===== src/rtl/pipe_hazard_ctrl.sv =====
module pipe_hazard_ctrl #(
  parameter int XLEN     = 32,
  parameter int NREGS    = 32,
  parameter int BR_STALL = 3
) (
  input  logic                     clk,
  input  logic                     rst_n,
  input  logic                     dec_valid,
  input  logic [$clog2(NREGS)-1:0] dec_rs1,
  input  logic [$clog2(NREGS)-1:0] dec_rs2,
  input  logic [$clog2(NREGS)-1:0] dec_rd,
  input  logic                     dec_regwrite,
  input  logic                     dec_load,
  input  logic                     dec_store,
  input  logic                     dec_branch,
  input  logic [XLEN-1:0]          wb_result,
  output logic [1:0]               fwd_a,
  output logic [1:0]               fwd_b,
  output logic                     stall_fd,
  output logic                     bubble_ex,
  output logic                     fetch_hold,
  output logic                     ex_regwrite,
  output logic                     ex_memwrite,
  output logic [XLEN-1:0]          rf_rdata1,
  output logic [XLEN-1:0]          rf_rdata2
);
  localparam int RW = $clog2(NREGS);
  localparam int CW = $clog2(BR_STALL + 1);

  logic [RW-1:0] ex_rs1, ex_rs2, ex_rd, mem_rd, wb_rd;
  logic          ex_we, ex_ld, ex_st, mem_we, wb_we;
  logic [CW-1:0] br_cnt;
  logic [XLEN-1:0] regs [NREGS];

  logic dec_live, load_use, take, rf_wr;

  assign fetch_hold = br_cnt != '0;
  assign dec_live   = dec_valid && !fetch_hold;
  assign load_use   = dec_live && ex_ld && (ex_rd != '0) &&
                      ((ex_rd == dec_rs1) || (ex_rd == dec_rs2));
  assign take       = dec_live && !load_use;
  assign stall_fd   = load_use;
  assign bubble_ex  = load_use || fetch_hold;
  assign ex_regwrite = ex_we;
  assign ex_memwrite = ex_st;
  assign rf_wr      = wb_we && (wb_rd != '0);

  function automatic logic [1:0] pick(input logic [RW-1:0] rs);
    if (rs == '0)                    return 2'b00;
    else if (mem_we && mem_rd == rs) return 2'b10;
    else if (wb_we && wb_rd == rs)   return 2'b01;
    else                             return 2'b00;
  endfunction

  function automatic logic [XLEN-1:0] rd_port(input logic [RW-1:0] rs);
    if (rs == '0)                   return '0;
    else if (rf_wr && wb_rd == rs)  return wb_result;
    else                            return regs[rs];
  endfunction

  assign fwd_a     = pick(ex_rs1);
  assign fwd_b     = pick(ex_rs2);
  assign rf_rdata1 = rd_port(dec_rs1);
  assign rf_rdata2 = rd_port(dec_rs2);

  always_ff @(posedge clk) begin
    if (!rst_n) begin
      ex_rs1 <= '0; ex_rs2 <= '0; ex_rd <= '0;
      ex_we  <= 1'b0; ex_ld <= 1'b0; ex_st <= 1'b0;
      mem_rd <= '0; mem_we <= 1'b0;
      wb_rd  <= '0; wb_we  <= 1'b0;
      br_cnt <= '0;
    end else begin
      if (take) begin
        ex_rs1 <= dec_rs1; ex_rs2 <= dec_rs2; ex_rd <= dec_rd;
        ex_we  <= dec_regwrite; ex_ld <= dec_load; ex_st <= dec_store;
      end else begin
        ex_rs1 <= '0; ex_rs2 <= '0; ex_rd <= '0;
        ex_we  <= 1'b0; ex_ld <= 1'b0; ex_st <= 1'b0;
      end
      mem_rd <= ex_rd;  mem_we <= ex_we;
      wb_rd  <= mem_rd; wb_we  <= mem_we;
      if (take && dec_branch)  br_cnt <= CW'(BR_STALL);
      else if (br_cnt != '0)   br_cnt <= br_cnt - CW'(1);
    end
  end

  always_ff @(posedge clk) begin
    if (!rst_n) begin
      for (int i = 0; i < NREGS; i++) regs[i] <= '0;
    end else if (rf_wr) begin
      regs[wb_rd] <= wb_result;
    end
  end
endmodule



===== config.mk =====
export PLATFORM = sky130hd
export DESIGN_NAME = pipe_hazard_ctrl
export DESIGN_NICKNAME = d
export VERILOG_FILES = /design/src/rtl/pipe_hazard_ctrl.sv
export SDC_FILE = /design/constraint.sdc
export NUM_CORES = 2
export LEC_CHECK = 0
export ABC_CLOCK_PERIOD_IN_PS = 6800
export BUFFER_PORTS_ARGS = -buffer_cell sky130_fd_sc_hd__buf_4
export CAP_MARGIN = 20
export CORE_MARGIN = 2
export CORE_UTILIZATION = 64
export DETAILED_ROUTE_END_ITERATION = 16
export PLACE_DENSITY = 0.81
export SETUP_SLACK_MARGIN = 0.1
export SYNTH_ARGS = -nofsm -noshare
export SYNTH_HDL_FRONTEND = slang
export SYNTH_SLANG_ARGS = --single-unit

===== constraint.sdc =====
create_clock -name clk -period 6.8 [get_ports clk]
set_clock_uncertainty 0.15 [all_clocks]
set_input_delay 1.7 -clock clk [delete_from_list [all_inputs] [get_ports clk]]
set_output_delay 1.7 -clock clk [all_outputs]
set_load 0.05 [all_outputs]

==> impl_metrics.toml <==
[synthesis]
synth_seq_cells = 1056
yosys_warnings = 0
synth-edff-count = 1024
syn_avg_cell_area_sq_um = 13.52
ys.flop_type = "edfxtp_1"
async_reset_ff_share_pct = 0
seq_area_frac_synth_pct = 55.24
synthCells = 4203
ys_types = 48
syn_area_sq_mm = 0.05683

[global_route]
grt_max_degree = 74
grtUsageTotal_pct = 40.75
grt_antenna_before_repair = 8
grt_first_pass_wirelength_mm = 265.0
grt-ovfl-total = 0
grt_pass1_vias = 39380

[clock_network]
clkSlewWorstSetupHoldPaths_ps = 60
clk_latency_ps = 690
htree_levels = 3
holdBufCountCts = 0
clock-root-buffer = "clkbuf_16"
cts_tree = "yes"
clk_path_buf_depth = 3
cts_setup_buffers = 0
cts.sinks = 1056
ctsResizeCount = 0
cts_buffers = 109

[power_and_ir_drop]
switchingPower_mw = 4.017
intPower_mw = 11.47
leakage_nw = 23.49
p_per_area_mw_per_mm2 = 245.8
seqPwrFrac_pct = 48.4
peakVddDrop_mv = 0.2539
totalPowerFinal_mw = 15.48
p_sw_share_pct = 25.94
pwr-share-clk_pct = 38.4
combPwrFrac_pct = 13.2

[floorplan]
num_rows = 109
start_util_pct = 64.40
die_h_microns = 302.0
die_w_microns = 302.0
core_region_area_sq_mm = 0.08824
die-area_sq_mm = 0.09119
io-pin-count = 127

[critical_path]
critical_path_required_ps = 4950
path_max_fanout = 34
crit_path_start_kind = "input pin"
worstSetupEndpointType = "output pin"
critPathKind = "in -> out"
cp.arrival_ps = 4460

[placed_design]
hpwl_mm = 113.8
dp.cells = 5249
io_buffers = 126
gp_congestion = 0.9488

[outcome]
status = "finished clean"

[routing]
vias = 39818
wl_met2_mm = 82.65
met1_length_mm = 60.42
drtIter0Drc = 6888
wl_per_cell_microns = 33.89
wl_mm = 184.6
routed.top_layer = "met5"
dr_wl_met3_mm = 28.01
drc_errors = 0
vias_per_cell = 7.309
dr.pass1.iters = 9
ant_nets = 0

[timing]
setup_viol = 0
max_slew.worst_pin.slew_ps = 1186
hold_viol_final = 0
fin_crit_sh_pct = 92.74
period_minus_slack_ps = 6306
fin_setup_tns_ps = 0
slew_headroom_pct = 20.88
whs_ps = 314.4
max_freq_ghz = 0.1586
rsz0062_at_grt = "no"
maxSlewViolCount = 0

[finish]
layout_common_cells = "and2_1, edfxtp_1, mux2i_1"
layout-drive-gt1-share_pct = 20.99
nets = 4252
final_cells = 5448
area_growth_pct = 10.84

[hold_path]
hold_class = "reg -> reg"

[flow_run]
maxCapViolCount = 0
layer usage:
layer | vias up | track usage (%)
li1 | 15731 | -
met1 | 19527 | 52.86
met2 | 3716 | 61.76
met3 | 836 | 11.20
met4 | 8 | 24.95
met5 | - | 0.6211
area by class of cell:
class / instances / area (sq um)
well taps: 1165 / 1458
inverters: 9 / 33.78
diodes: 1 / 2.502
repair buffers: 290 / 2565
clock inverters: 63 / 628.1
clock buffers: 133 / 2818
flip-flops and latches: 1056 / 31390
fillers: 5567 / 25250
multi-input cells: 2731 / 24090
synth_stat cells (3+ instances only):
master / number / area, sq um
o22ai_1: 63 / 394.1
dfxtp_1: 32 / 640.6
a32o_1: 64 / 640.6
buf_6: 6 / 67.56
a21oi_1: 50 / 250.2
or3b_2: 3 / 26.28
xor2_1: 11 / 96.34
nand3_1: 71 / 355.3
edfxtp_1: 1024 / 30750
xnor2_1: 29 / 254.0
clkbuf_1: 281 / 1055
o221ai_1: 64 / 560.5
nor4_1: 3 / 18.77
nand3b_1: 4 / 30.03
buf_2: 118 / 590.6
mux4_2: 322 / 7252
inv_1: 9 / 33.78
nor3_1: 8 / 40.04
a221o_1: 17 / 170.2
or4_1: 3 / 22.52
buf_1: 9 / 33.78
nand2_1: 231 / 867.1
nand4_1: 3 / 18.77
nand2b_1: 5 / 31.28
and2_1: 1024 / 6406
mux2_2: 64 / 720.7
buf_4: 18 / 135.1
mux2i_1: 381 / 3814
a31oi_1: 7 / 43.79
clkbuf_2: 6 / 30.03
nor2b_1: 3 / 18.77
nor2_1: 96 / 360.4
a211oi_1: 62 / 465.5
o21ai_0: 92 / 460.4
critical path, stage by stage:
cell      delay [ps]
buf_8            380
or3b_2           490
buf_12           300
o221ai_1         150
a21oi_1          360
o21ai_0          430
a32o_1           420
buf_4            200
state kept, by name, indices dropped and copies added, names as in the netlist:
register	flops
mem_we	1
ex_ld	1
br_cnt	2
ex_rs2	5
regs	1024
ex_regwrite	1
ex_rs1	5
wb_rd	5
ex_memwrite	1
mem_rd	5
wb_we	1
ex_rd	5
metrics by stage:
step / utilization, % / setup slack (ps) / cell area (sq um)
after floorplan: - / 948.2 / 56940
after global placement: 67.42 / 667.0 / 59490
after detailed placement: 67.42 / 610.5 / 59490
after CTS: 71.32 / 610.4 / 62930
after global routing: 71.38 / 445.4 / 62980
final: 71.38 / 493.9 / 62980
power by group through the flow:
stage               Sequential (mW)  Combinational [mW]  Clock [mW]
floorplan                      7.60                1.27           0
global placement               7.60                1.94           0
detailed placement             7.63                1.97           0
CTS                            7.49                1.98        5.91
global route                   7.52                2.09        6.17
finish                         7.50                2.04        5.94
cell families after synthesis:
family | synth area share [%]
and+or+nand+nor | 14.55
DFF | 55.24
muxes | 20.74
buffers and inverters | 3.424
AOI/OAI and AO/OA | 5.399
xor gates and xnor gates | 0.6165
adders and majority gates | 0.02201
other | 0.006599
path summary, 6_finish.rpt:
path,start,to,slack [ps],cells after the start
setup / recovery,dec_rs2[1],rf_rdata2[28],490,8
hold / removal,br_cnt[1]$_SDFFE_PN0P_,br_cnt[1]$_SDFFE_PN0P_,310,2
setup reg to reg,wb_rd[2]$_SDFF_PN0_,regs[4][6]$_SDFFCE_PN0P_,2830,6
hold reg to reg,br_cnt[1]$_SDFFE_PN0P_,br_cnt[1]$_SDFFE_PN0P_,310,2
(Power assumes the default switching activity.)
